<file path="src/rtl/rtc_pkg.sv">
// Package: shared offsets, flag layout and types for the serial RTC.
// Assumes 32-bit command and data words; offsets exclude the write flag.
package rtc_pkg;

    localparam int unsigned WORD_W    = 32;
    localparam int unsigned NUM_FLAGS = 8;
    localparam int unsigned NUM_TRIM  = 4;

    localparam logic [31:0] OFF_COUNT = 32'h2000_0000;
    localparam logic [31:0] OFF_SRAM  = 32'h2000_0100;
    localparam logic [31:0] OFF_SNAP  = 32'h2040_0000;
    localparam logic [31:0] OFF_ONT   = 32'h2100_0000;
    localparam logic [31:0] OFF_OFFT  = 32'h2100_0100;
    localparam logic [31:0] OFF_TRIM  = 32'h2100_0400;
    localparam logic [31:0] OFF_CTL0  = 32'h2100_0C00;
    localparam logic [31:0] OFF_CTL1  = 32'h2100_0D00;

    localparam logic [31:0] TRIM_INIT = 32'h0303_0303;

    // Event input indices that count as a power-on for the snapshot.
    localparam int unsigned EV_PON_TMR = 3;
    localparam int unsigned EV_PON_SYS = 4;

    typedef enum logic [1:0] {
        PH_CMD,
        PH_DATA,
        PH_DONE
    } phase_e;

    typedef enum logic [3:0] {
        SEL_NONE,
        SEL_COUNT,
        SEL_SRAM,
        SEL_SNAP,
        SEL_ONT,
        SEL_OFFT,
        SEL_TRIM,
        SEL_CTL0,
        SEL_CTL1
    } sel_e;

    typedef struct packed {
        sel_e       kind;
        logic [7:0] idx;
    } dec_t;

    // Bit position in control register 0 for event input k.
    function automatic int unsigned flag_bit(input int unsigned k);
        case (k)
            0:       return 8;
            1:       return 9;
            2:       return 11;
            3:       return 16;
            4:       return 17;
            5:       return 24;
            6:       return 25;
            default: return 26;
        endcase
    endfunction

endpackage

</file>
<file path="src/rtl/rtc_seconds.sv">
// Seconds counter: a prescaler divides clk by TICK_DIV; each wrap advances
// the count. A load sets the count and restarts the prescaler.
// Assumes TICK_DIV >= 2.
module rtc_seconds #(
    parameter int unsigned TICK_DIV = 100_000_000
) (
    input  logic        clk,
    input  logic        rst_n,
    input  logic        load,
    input  logic [31:0] load_val,
    output logic [31:0] count
);
    localparam int unsigned PW   = $clog2(TICK_DIV);
    localparam logic [PW-1:0] LAST = PW'(TICK_DIV - 1);

    logic [PW-1:0] presc_q;
    logic          tick;

    assign tick = (presc_q == LAST);

    // Prescaler: counts clk cycles within one second, restarts on load.
    always_ff @(posedge clk) begin
        if (!rst_n)             presc_q <= '0;
        else if (load || tick)  presc_q <= '0;
        else                    presc_q <= presc_q + 1'b1;
    end

    // Seconds value: load has priority over the tick.
    always_ff @(posedge clk) begin
        if (!rst_n)     count <= '0;
        else if (load)  count <= load_val;
        else if (tick)  count <= count + 32'd1;
    end

    a_r2_tick_inc: assert property (@(posedge clk) disable iff (!rst_n)
        (tick && !load) |=> (count == $past(count) + 32'd1));
    a_r2_hold: assert property (@(posedge clk) disable iff (!rst_n)
        (!tick && !load) |=> $stable(count));
    a_r2_load: assert property (@(posedge clk) disable iff (!rst_n)
        load |=> (count == $past(load_val)));
    a_r2_restart: assert property (@(posedge clk) disable iff (!rst_n)
        load |=> (presc_q == '0));

endmodule

</file>
<file path="src/rtl/rtc_serial_if.sv">
// Serial frame engine: shifts in a command word and a data word MSB first,
// fetches read data at the end of the command and shifts it out, and issues
// a one-cycle write strobe on the last data bit of a write frame.
// Assumes bit_vld is a single-cycle strobe in the clk domain.
module rtc_serial_if
    import rtc_pkg::*;
(
    input  logic        clk,
    input  logic        rst_n,
    input  logic        cs_n,
    input  logic        bit_vld,
    input  logic        din,
    output logic        dout,
    output logic [31:0] rd_addr,
    input  logic [31:0] rd_data,
    output logic        wr_en,
    output logic [31:0] wr_addr,
    output logic [31:0] wr_data
);
    logic [30:0] sh_q;
    logic [31:0] sh_nxt;
    logic [31:0] out_q;
    logic [31:0] cmd_q;
    logic [4:0]  cnt_q;
    phase_e      ph_q;
    logic        last;
    logic        act;

    assign sh_nxt  = {sh_q, din};
    assign last    = (cnt_q == 5'd31);
    assign act     = !cs_n && bit_vld;
    assign rd_addr = {1'b0, sh_nxt[30:0]};
    assign wr_addr = {1'b0, cmd_q[30:0]};
    assign wr_data = sh_nxt;
    assign wr_en   = act && (ph_q == PH_DATA) && last && cmd_q[31];
    assign dout    = (ph_q == PH_DATA) && out_q[31];

    // Frame sequencing: command, then data, then idle until deselect.
    always_ff @(posedge clk) begin
        if (!rst_n) begin
            sh_q  <= '0;
            out_q <= '0;
            cmd_q <= '0;
            cnt_q <= '0;
            ph_q  <= PH_CMD;
        end else if (cs_n) begin
            cnt_q <= '0;
            ph_q  <= PH_CMD;
        end else if (bit_vld) begin
            unique case (ph_q)
                PH_CMD: begin
                    sh_q  <= sh_nxt[30:0];
                    cnt_q <= cnt_q + 5'd1;
                    if (last) begin
                        cmd_q <= sh_nxt;
                        out_q <= rd_data;
                        ph_q  <= PH_DATA;
                    end
                end
                PH_DATA: begin
                    sh_q  <= sh_nxt[30:0];
                    out_q <= {out_q[30:0], 1'b0};
                    cnt_q <= cnt_q + 5'd1;
                    if (last) ph_q <= PH_DONE;
                end
                default: ;
            endcase
        end
    end

    a_r11_deselect_idle: assert property (@(posedge clk) disable iff (!rst_n)
        cs_n |=> (ph_q == PH_CMD && cnt_q == 5'd0));
    a_r1_single_commit: assert property (@(posedge clk) disable iff (!rst_n)
        wr_en |=> (ph_q == PH_DONE || ph_q == PH_CMD));

endmodule

</file>
<file path="src/rtl/rtc_regfile.sv">
// Register file: decodes sparse offsets, holds scratch SRAM, snapshot,
// timer sets, trim and control registers, and latches sticky event flags
// with write-one-to-clear where a same-cycle event wins.
// Assumes SRAM_WORDS <= 256; scratch contents are not reset (battery-held).
module rtc_regfile
    import rtc_pkg::*;
#(
    parameter int unsigned SRAM_WORDS = 16,
    parameter logic [7:0]  REV        = 8'h01
) (
    input  logic                 clk,
    input  logic                 rst_n,
    input  logic [31:0]          rd_addr,
    output logic [31:0]          rd_data,
    input  logic                 wr_en,
    input  logic [31:0]          wr_addr,
    input  logic [31:0]          wr_data,
    input  logic [NUM_FLAGS-1:0] evt,
    input  logic [31:0]          cnt_val,
    output logic                 cnt_load
);
    localparam logic [31:0] SRAM_SPAN = 32'(SRAM_WORDS) << 8;
    localparam logic [31:0] TRIM_SPAN = 32'(NUM_TRIM) << 8;

    // Maps an offset to a register class and slot index.
    function automatic dec_t decode(input logic [31:0] a);
        dec_t        d;
        logic [31:0] ds;
        logic [31:0] dt;
        d.kind = SEL_NONE;
        d.idx  = '0;
        ds = a - OFF_SRAM;
        dt = a - OFF_TRIM;
        if (a == OFF_COUNT)      d.kind = SEL_COUNT;
        else if (a == OFF_SNAP)  d.kind = SEL_SNAP;
        else if (a == OFF_ONT)   d.kind = SEL_ONT;
        else if (a == OFF_OFFT)  d.kind = SEL_OFFT;
        else if (a == OFF_CTL0)  d.kind = SEL_CTL0;
        else if (a == OFF_CTL1)  d.kind = SEL_CTL1;
        else if (ds < SRAM_SPAN && ds[7:0] == 8'h00) begin
            d.kind = SEL_SRAM;
            d.idx  = ds[15:8];
        end else if (dt < TRIM_SPAN && dt[7:0] == 8'h00) begin
            d.kind = SEL_TRIM;
            d.idx  = dt[15:8];
        end
        return d;
    endfunction

    dec_t rdec;
    dec_t wdec;
    assign rdec = decode(rd_addr);
    assign wdec = decode(wr_addr);

    logic [31:0]          sram_q [SRAM_WORDS];
    logic [31:0]          trim_q [NUM_TRIM];
    logic [31:0]          ont_q, offt_q, ctl1_q, snap_q;
    logic [NUM_FLAGS-1:0] flg_q;
    logic [NUM_FLAGS-1:0] clr;
    logic [31:0]          ctl0_w;
    logic                 wr_ctl0;

    assign cnt_load = wr_en && (wdec.kind == SEL_COUNT);
    assign wr_ctl0  = wr_en && (wdec.kind == SEL_CTL0);

    // Scratch words: one write port per slot, no reset.
    for (genvar i = 0; i < SRAM_WORDS; i++) begin : g_sram
        always_ff @(posedge clk) begin
            if (wr_en && wdec.kind == SEL_SRAM && wdec.idx == 8'(i))
                sram_q[i] <= wr_data;
        end
    end

    // Trim registers: reset to the fixed pattern, writable afterwards.
    for (genvar j = 0; j < NUM_TRIM; j++) begin : g_trim
        always_ff @(posedge clk) begin
            if (!rst_n)
                trim_q[j] <= TRIM_INIT;
            else if (wr_en && wdec.kind == SEL_TRIM && wdec.idx == 8'(j))
                trim_q[j] <= wr_data;
        end
    end

    // Plain read/write registers: timer sets and control register 1.
    always_ff @(posedge clk) begin
        if (!rst_n) begin
            ont_q  <= '0;
            offt_q <= '0;
            ctl1_q <= '0;
        end else if (wr_en) begin
            if (wdec.kind == SEL_ONT)  ont_q  <= wr_data;
            if (wdec.kind == SEL_OFFT) offt_q <= wr_data;
            if (wdec.kind == SEL_CTL1) ctl1_q <= wr_data;
        end
    end

    // Snapshot: copies the counter on a power-on event, ignores writes.
    always_ff @(posedge clk) begin
        if (!rst_n)                                 snap_q <= '0;
        else if (evt[EV_PON_TMR] || evt[EV_PON_SYS]) snap_q <= cnt_val;
    end

    // Sticky flags: event sets, write-one clears, event beats clear.
    for (genvar k = 0; k < NUM_FLAGS; k++) begin : g_flag
        localparam int unsigned FB = flag_bit(k);
        assign clr[k] = wr_ctl0 && wr_data[FB];
        always_ff @(posedge clk) begin
            if (!rst_n) flg_q[k] <= 1'b0;
            else        flg_q[k] <= evt[k] | (flg_q[k] & ~clr[k]);
        end

        a_r7_event_sets: assert property (@(posedge clk) disable iff (!rst_n)
            evt[k] |=> flg_q[k]);
        a_r8_sticky: assert property (@(posedge clk) disable iff (!rst_n)
            (flg_q[k] && !clr[k]) |=> flg_q[k]);
    end

    // Control register 0 image: revision byte plus flags at their positions.
    always_comb begin
        ctl0_w = 32'(REV);
        for (int k = 0; k < NUM_FLAGS; k++) ctl0_w[flag_bit(k)] = flg_q[k];
    end

    // Read mux: undecoded offsets return zero.
    always_comb begin
        rd_data = '0;
        unique case (rdec.kind)
            SEL_COUNT: rd_data = cnt_val;
            SEL_SNAP:  rd_data = snap_q;
            SEL_ONT:   rd_data = ont_q;
            SEL_OFFT:  rd_data = offt_q;
            SEL_CTL0:  rd_data = ctl0_w;
            SEL_CTL1:  rd_data = ctl1_q;
            SEL_SRAM:
                for (int i = 0; i < SRAM_WORDS; i++)
                    if (rdec.idx == 8'(i)) rd_data = sram_q[i];
            SEL_TRIM:
                for (int j = 0; j < NUM_TRIM; j++)
                    if (rdec.idx == 8'(j)) rd_data = trim_q[j];
            default: rd_data = '0;
        endcase
    end

    a_r4_snap_hold: assert property (@(posedge clk) disable iff (!rst_n)
        !(evt[EV_PON_TMR] || evt[EV_PON_SYS]) |=> $stable(snap_q));
    a_r10_ignored_write: assert property (@(posedge clk) disable iff (!rst_n)
        (wr_en && wdec.kind == SEL_NONE) |=>
            ($stable(ont_q) && $stable(offt_q) && $stable(ctl1_q)));

endmodule

</file>
<file path="src/rtl/rtc_serial_dev.sv">
// Top: serial-bus RTC slave. Connects the frame engine, the seconds counter
// and the register file. Assumes all inputs are synchronous to clk.
module rtc_serial_dev
    import rtc_pkg::*;
#(
    parameter int unsigned TICK_DIV   = 100_000_000,
    parameter int unsigned SRAM_WORDS = 16,
    parameter logic [7:0]  REV        = 8'h01
) (
    input  logic                 clk,
    input  logic                 rst_n,
    input  logic                 cs_n,
    input  logic                 bit_vld,
    input  logic                 din,
    output logic                 dout,
    input  logic [NUM_FLAGS-1:0] evt
);
    logic [31:0] rd_addr, rd_data, wr_addr, wr_data, cnt_val;
    logic        wr_en, cnt_load;

    rtc_serial_if u_ser (
        .clk     (clk),
        .rst_n   (rst_n),
        .cs_n    (cs_n),
        .bit_vld (bit_vld),
        .din     (din),
        .dout    (dout),
        .rd_addr (rd_addr),
        .rd_data (rd_data),
        .wr_en   (wr_en),
        .wr_addr (wr_addr),
        .wr_data (wr_data)
    );

    rtc_seconds #(.TICK_DIV(TICK_DIV)) u_sec (
        .clk      (clk),
        .rst_n    (rst_n),
        .load     (cnt_load),
        .load_val (wr_data),
        .count    (cnt_val)
    );

    rtc_regfile #(.SRAM_WORDS(SRAM_WORDS), .REV(REV)) u_regs (
        .clk      (clk),
        .rst_n    (rst_n),
        .rd_addr  (rd_addr),
        .rd_data  (rd_data),
        .wr_en    (wr_en),
        .wr_addr  (wr_addr),
        .wr_data  (wr_data),
        .evt      (evt),
        .cnt_val  (cnt_val),
        .cnt_load (cnt_load)
    );

endmodule

</file>
<file path="config.mk">
export PLATFORM = sky130hd
export DESIGN_NAME = rtc_serial_dev
export DESIGN_NICKNAME = d
export VERILOG_FILES = /design/src/rtl/rtc_pkg.sv /design/src/rtl/rtc_seconds.sv /design/src/rtl/rtc_serial_if.sv /design/src/rtl/rtc_regfile.sv /design/src/rtl/rtc_serial_dev.sv
export SDC_FILE = /design/constraint.sdc
export NUM_CORES = 2
export LEC_CHECK = 0
export ABC_AREA = 1
export BUFFER_PORTS_ARGS = -buffer_cell sky130_fd_sc_hd__buf_2
export CAP_MARGIN = 40
export CORE_MARGIN = 3
export CORE_UTILIZATION = 50
export DETAILED_ROUTE_END_ITERATION = 8
export HOLD_SLACK_MARGIN = 0.06
export PLACE_DENSITY_LB_ADDON = 0.1
export SETUP_SLACK_MARGIN = 0.2
export SLEW_MARGIN = 25
export SYNTH_ARGS = -nofsm -noshare
export SYNTH_HDL_FRONTEND = slang
export SYNTH_HIERARCHICAL = 1
export SYNTH_SLANG_ARGS = --single-unit
</file>
<file path="constraint.sdc">
create_clock -name clk -period 11.9 [get_ports clk]
set_clock_uncertainty 0.05 [all_clocks]
set_input_delay 2.38 -clock clk [delete_from_list [all_inputs] [get_ports clk]]
set_output_delay 2.38 -clock clk [all_outputs]
set_load 0.005 [all_outputs]
</file>
# [Word level (Yosys, flattened, before mapping)]
# Memories as Yosys holds them, arrays and structs flattened.
# Index checks and enable logic that the tools add are counted.
[op_classes] n_addsub=7 order_cmp=4 eq_ne=62 n_mux=150 bitwise=30 n_reduce_logical=79
[op_table] op="$mux W32" count=42
[op_table] op="$reduce_or A32 Y1" count=15
[op_table] op="$eq A31 B30 Y1 const B" count=12
[op_table] op="$pmux W32 S8" count=1
[op_table] op="$eq A8 B4 Y1 const B" count=16
[op_table] op="$sub A31 B30 Y32 const B" count=4
[op_table] op="$mux W4" count=27
[op_table] op="$mux W8" count=12
[op_table] op="$eq A8 B3 Y1 const B" count=8
[op_table] op="$lt A32 B11 Y1 const B" count=2
[op_table] op="$lt A32 B13 Y1 const B" count=2
[op_table] op="$pmux W32 S2" count=1
[op_table] op="$mux W1" count=60
[op_table] op="$logic_not A8 Y1" count=6
[op_table] op="$logic_and A1 B1 Y1" count=41
[op_table] op="$mux W11" count=3
[op_table] op="$add A32 B1 Y32 const B" count=1
[op_table] op="$eq A4 B3 Y1 const B" count=8
[op_table] op="$eq A8 B2 Y1 const B" count=4
[op_table] op="$add A27 B1 Y27 const B" count=1
[op_table] op="$eq A27 B27 Y1 const B" count=1
[op_table] op="$eq A8 B1 Y1 const B" count=2
[op_table] op="$eq A4 B2 Y1 const B" count=3
[op_table] op="$mux W12" count=1
[op_table] op="other kinds (19)" count=59
[word_totals] ff_bits=297 mem_bits_rw=640 in_bits=13 output_inout_bits=1 elab_cells=353 mem_count=2
[mem_list] name="u_regs.sram_q" depth=16 word_bits=32 rd=16 rd_clocked_by_memory_dff=0 write_ports=1 line_no="rtc_regfile.sv:55" source="logic [31:0] sram_q [SRAM_WORDS];"
[mem_list] name="u_regs.trim_q" depth=4 word_bits=32 rd=4 rd_clocked_by_memory_dff=0 write_ports=4 line_no="rtc_regfile.sv:56" source="logic [31:0] trim_q [NUM_TRIM];"

# [Depth between registers and ports, before layout]
[logic_depth] word_depth=32 mapped_depth=40 mapped_depth_nobuf=39

# [By module]
# Netlist, hierarchy kept.
[modules_own_cells] mod="rtc_regfile" n_inst=1 cells_per_inst=3813 area_each_um2=35776.8 seq_area_each_um2=21941.0
[modules_own_cells] mod="rtc_serial_if" n_inst=1 cells_per_inst=739 area_each_um2=5027.3 seq_area_each_um2=2042.0
[modules_own_cells] mod="rtc_seconds" n_inst=1 cells_per_inst=629 area_each_um2=3739.8 seq_area_each_um2=1181.1

# [Least setup slack after synthesis]
# OpenSTA, ideal clock, no wires.
[synth_path] kind="input-to-reg" from="in bit_vld" to="mem u_regs.sram_q[0][0] (enable)" setup_ps=461 t_arrival_ps=5909 required_time_ps=11389 path_slack_ps=5480 stages=11 n_path_buf=2 path_cell_list="nand2_1 nor2_1 buf_2 buf_4 and3_1 inv_1 nor3_1 inv_1 nor2_1 inv_1 nor3_1"
[synth_via] elab_chain_cells=24 word_cells_on_any_way=98 cone_classes="62 x mux; 36 x reduce/logical"
[synth_lines] item="start, declared" line_no="rtc_serial_dev.sv:13" source="input logic bit_vld,"
[synth_lines] item="$logic_and A1 B1 Y1 (*)" line_no="rtc_serial_if.sv:31" source="assign act = !cs_n && bit_vld;"
[synth_lines] item="$logic_and A1 B1 Y1 (*) (3 in series)" line_no="rtc_serial_if.sv:35" source="assign wr_en = act && (ph_q == PH_DATA) && last && cmd_q[31];"
[synth_lines] item="named net wr_en" line_no="rtc_serial_dev.sv:19" source="logic wr_en, cnt_load;"
[synth_lines] item="$logic_and A1 B1 Y1 (*)" line_no="rtc_regfile.sv:69" source="if (wr_en && wdec.kind == SEL_SRAM && wdec.idx == 8'(i))"
[synth_lines] item="$logic_and A1 B1 Y1" line_no="rtc_regfile.sv:69"
[synth_lines] item="$mux W1" line_no="rtc_regfile.sv:69"
[synth_lines] item="$mux W1 (implied by the code)" line_no="rtc_regfile.sv:70" source="sram_q[i] <= wr_data;"
[synth_lines] item="$reduce_or A32 Y1 (no source line)"
[synth_lines] item="$mux W4 (no source line) / $mux W1 (equally long branches) (15 in series)"
[synth_lines] item="end, declared" line_no="rtc_regfile.sv:55"
# The timed path passes the listed nets; every way through them passes the cells marked *.

# [Worst setup path in the final report]
[layout_path] from="in din" to="reg u_ser.out_q[4]"
[layout_via] elab_chain_cells=31 word_cells_on_any_way=75 cone_classes="2 x add/sub; 2 x order compare; 29 x eq/ne; 37 x mux; 5 x reduce/logical"
[layout_lines] item="start, declared" line_no="rtc_serial_dev.sv:14" source="input logic din,"
[layout_lines] item="$sub A31 B30 Y32" line_no="rtc_regfile.sv:33" source="dt = a - OFF_TRIM;"
[layout_lines] item="$lt A32 B11 Y1 / $logic_not A8 Y1 (equally long branches)" line_no="rtc_regfile.sv:43" source="end else if (dt < TRIM_SPAN && dt[7:0] == 8'h00) begin"
[layout_lines] item="$logic_and A1 B1 Y1" line_no="rtc_regfile.sv:43"
[layout_lines] item="$mux W11" line_no="rtc_regfile.sv:43"
[layout_lines] item="$mux W12" line_no="rtc_regfile.sv:40" source="else if (ds < SRAM_SPAN && ds[7:0] == 8'h00) begin"
[layout_lines] item="$mux W8" line_no="rtc_regfile.sv:39" source="else if (a == OFF_CTL1) d.kind = SEL_CTL1;"
[layout_lines] item="$mux W8" line_no="rtc_regfile.sv:38" source="else if (a == OFF_CTL0) d.kind = SEL_CTL0;"
[layout_lines] item="$mux W8" line_no="rtc_regfile.sv:37" source="else if (a == OFF_OFFT) d.kind = SEL_OFFT;"
[layout_lines] item="$mux W8" line_no="rtc_regfile.sv:36" source="else if (a == OFF_ONT) d.kind = SEL_ONT;"
[layout_lines] item="$mux W8" line_no="rtc_regfile.sv:35" source="else if (a == OFF_SNAP) d.kind = SEL_SNAP;"
[layout_lines] item="$mux W8" line_no="rtc_regfile.sv:34" source="if (a == OFF_COUNT) d.kind = SEL_COUNT;"
[layout_lines] item="$logic_not A8 Y1" line_no="rtc_regfile.sv:136, rtc_regfile.sv:139"
[layout_lines] item="$mux W32 (16 in series)" line_no="rtc_regfile.sv:136" source="if (rdec.idx == 8'(i)) rd_data = sram_q[i];"
[layout_lines] item="$pmux W32 S8 (*)" line_no="rtc_regfile.sv:127" source="unique case (rdec.kind)"
[layout_lines] item="named net rd_data[4]" line_no="rtc_serial_dev.sv:18" source="logic [31:0] rd_addr, rd_data, wr_addr, wr_data, cnt_val;"
[layout_lines] item="$mux W32 (*)" line_no="rtc_serial_if.sv:54" source="if (last) begin"
[layout_lines] item="$pmux W32 S2 (*)" line_no="rtc_serial_if.sv:50" source="unique case (ph_q)"
[layout_lines] item="end signal, assigned" line_no="rtc_serial_if.sv:56" source="out_q <= rd_data;"
[layout_lines] item="end signal, assigned" line_no="rtc_serial_if.sv:62" source="out_q <= {out_q[30:0], 1'b0};"
[layout_lines] item="end, declared" line_no="rtc_serial_if.sv:22" source="logic [31:0] out_q;"
# The timed path passes the listed nets; every way through them passes the cells marked *. The select of a mux whose other input is x is not followed.
# A chain may end at the register's enable or synchronous reset.

==> flow_summary_export.csv <==
group,metric,value,unit
outcome,status,"complete, no violations",
clock_network,clk_latency,0.68,ns
setup_path,max_stage_delay,0.57,ns
worst_hold_path,min_path_cells,2,
setup_path,cp.required,12.40,ns
sta,tns,0,ns
sta,finalSetupViolations,0,
synth,ys_top_cells_by_area,"edfxtp_1 (43%), dfxtp_1 (13%), nand2_1 (11%)",
final_layout,regArea,25200,um2
setup_path,endpoint_kind,"register",
sta,finalCritPeriodShare,0.624,
final_layout,drive_above_1_share,0.0856,
detailed_routing,dr.pass1.iters,6,
grt,antenna_found_initial,13,
pwr,total_leakage_power,19.1,nW
clock_network,clk_pin_slew_worst_paths,0.06,ns
final_layout,mostFrequentLayoutCells,"nand2_1 (1,244), nor2_1 (855), edfxtp_1 (640), inv_1 (434), nand3_1 (388)",
detailed_routing,viasPerCell,5.76,
setup_path,crit_slowest_cell,"buf_4",
synth,yosysWarnings,6,
sta,max_freq,135,MHz
floorplan,fp.coreArea,87600,um2
clock_network,postCtsHoldBufs,0,
grt,grt_max_degree,70,
detailed_routing,routed_wl,153000,um
grt,overflow,0,
synth,ys.flop_type,"edfxtp_1",
clock_network,cts_inserted_buffers,102,
job,cap_violations,0,
placement,placed_cell_area,45700,um2
floorplan,placementRows,108,
synth,ys_ff_latch,937,
final_layout,finalInstanceArea,49100,um2
sta,rsz0062_at_grt,"false",
placement,dpl.hpwl,93700,um
grt,grt_pass1_vias,34600,
clock_network,cts_max_level,3,
sta,finalMaxSlewViolations,0,
clock_network,ctsResizeCount,0,
setup_path,rr_worst_depth,30,
setup_path,worst_setup_path_start_kind,"input port",
detailed_routing,wire_per_inst,24.0,um
floorplan,die_w,304,um
clock_network,cts_buffer_depth,3,
pwr,ir_worst_vdd,126,uV
synth,synth.avg_cell_area,8.60,um2
clock_network,cts_sinks,937,
synth,synth_top_cell_area_share,0.431,
clock_network,cts_tree,"built",
sta,finalHoldViolCount,0,
clock_network,cts_setup_buffers,0,
final_layout,syn2layout_area_growth,10.2,%
synth,synthArstFlopShare,0,
setup_path,cp.arrival,7.93,ns
sta,period_minus_slack,7.42,ns
sta,slew-limit-headroom,0.395,
detailed_routing,initialDrtViolationCount,3728,
floorplan,ios,14,
clock_network,cts-root-buf,"clkbuf_16",
synth,ys_seq_area_frac,0.565,
synth,syn_area,44500,um2
detailed_routing,vias,36800,
pwr,powerDensity,143,nW/um2
synth,synth_edf_count,640,
grt,grt_usage,0.324,
setup_path,cpMostUsedCell,"nand2_1",
synth,synth_largest_area_cell,"edfxtp_1",
setup_path,crit_fanout,65,
pwr,total_power,0.00701,W
final_layout,fillCellCount,8047,
grt,grt_pass1_wl,225000,um
final_layout,fin_nets,5166,
detailed_routing,ant_nets,0,
placement,io_buffers,13,
sta,tightest_slew,0.901,ns
placement,dp.cells,6181,
setup_path,critPathKind,"input port to register",
synth,syn_inst,5181,
placement,globalplace.congestion,0.916,
floorplan,die_h,304,um
final_layout,final_common_cell,"nand2_1",
worst_hold_path,worstHoldPathType,"register to register",
synth,synthDistinctLibCells,58,
floorplan,initial_core_util,0.509,
final_layout,multi_input_area,16400,um2
detailed_routing,drc,0,
final_layout,stdcell_count,6386,
floorplan,die-area,92700,um2
## worst max-delay path, delay by kind of cell
family	cells	cell delay, ns
compound gates	1	0.14
buf+inv	6	1.97
simple gates	26	3.41
## layer usage
layer	up-vias	global-route usage	share of wire	wire [um]
met5	-	0	0.00018	27
met4	4	0.152	0.048	7310
met3	364	0.0640	0.093	14300
met2	1777	0.518	0.46	70500
met1	17600	0.426	0.40	61400
li1	17100	-	-	-
## power by group
group / internal [W] / leakage (nW) / switching, W / total [W]
clock network: 0.00176 / 1.59 / 0.00131 / 0.00308
logic: 0.0000894 / 8.90 / 0.000312 / 0.000401
registers: 0.00351 / 8.64 / 0.0000165 / 0.00353
## final timing paths
path,start,end,slack [ns]
hold / removal,u_regs/ont_q[28],u_regs/ont_q[28],0.41
setup reg to reg,u_ser/sh_q[19],u_ser/out_q[26],5.80
hold reg to reg,u_regs/ont_q[28],u_regs/ont_q[28],0.41
setup / recovery,din,u_ser/out_q[4],4.48
## sequential cells by signal, indices dropped and copies added (netlist names)
register	flops
u_regs/ctl1_q	32
u_regs/snap_q	32
u_ser/sh_q	31
u_regs/offt_q	32
u_ser/cnt_q	5
u_regs/sram_q	512
u_ser/cmd_q	32
u_ser/out_q	32
u_sec/presc_q	27
u_regs/trim_q	128
u_regs/ctl0_w	8
u_ser/ph_q	2
u_sec/count	32
u_regs/ont_q	32
## area by class of cell
| class | instances | share of cell area |
|---|---|---|
| timing repair buffer | 132 | 0.0222 |
| antenna | 7 | 0.000357 |
| inverter | 464 | 0.0355 |
| tap | 1155 | 0.0294 |
| clock buffer | 161 | 0.0606 |
| sequential | 937 | 0.513 |
| clock inverter | 32 | 0.00571 |
| multi-input combinational | 3498 | 0.333 |
## cells in the mapped netlist, types with 42 or more instances
| cell type | count |
|---|---|
| a31oi_1 | 44 |
| a211oi_1 | 42 |
| clkbuf_1 | 116 |
| o21ai_0 | 178 |
| nor2_1 | 873 |
| nand3_1 | 388 |
| a21oi_1 | 208 |
| nor3_1 | 63 |
| nand3b_1 | 51 |
| nand2_1 | 1247 |
| nand4_1 | 107 |
| inv_1 | 436 |
| edfxtp_1 | 640 |
| dfxtp_1 | 297 |
| buf_2 | 60 |
| buf_4 | 88 |
## cell families (layout without fill, tap and decap cells)
family / count (synthesis) / in the layout / synth area share
and+or+nand+nor: 2879 / 2879 / 0.278
DFF: 937 / 937 / 0.565
buffers and inverters: 747 / 789 / 0.0731
AOI/OAI and AO/OA: 555 / 555 / 0.0696
xor gates and xnor gates: 41 / 41 / 0.00806
adders and majority gates: 18 / 18 / 0.00506
muxes: 3 / 3 / 0.000674
other: 1 / 9 / 0.0000842
## stage by stage
step	setup WS, ns	hold slack [ns]	util
2_1_floorplan	5.48	0.375	-
3_3_place_gp	4.02	0.396	0.520
3_5_place_dp	3.98	0.405	0.522
4_1_cts	4.65	0.415	0.560
5_1_grt	4.01	0.428	0.560
6_report	4.48	0.414	0.561
(Power assumes the default switching activity.)
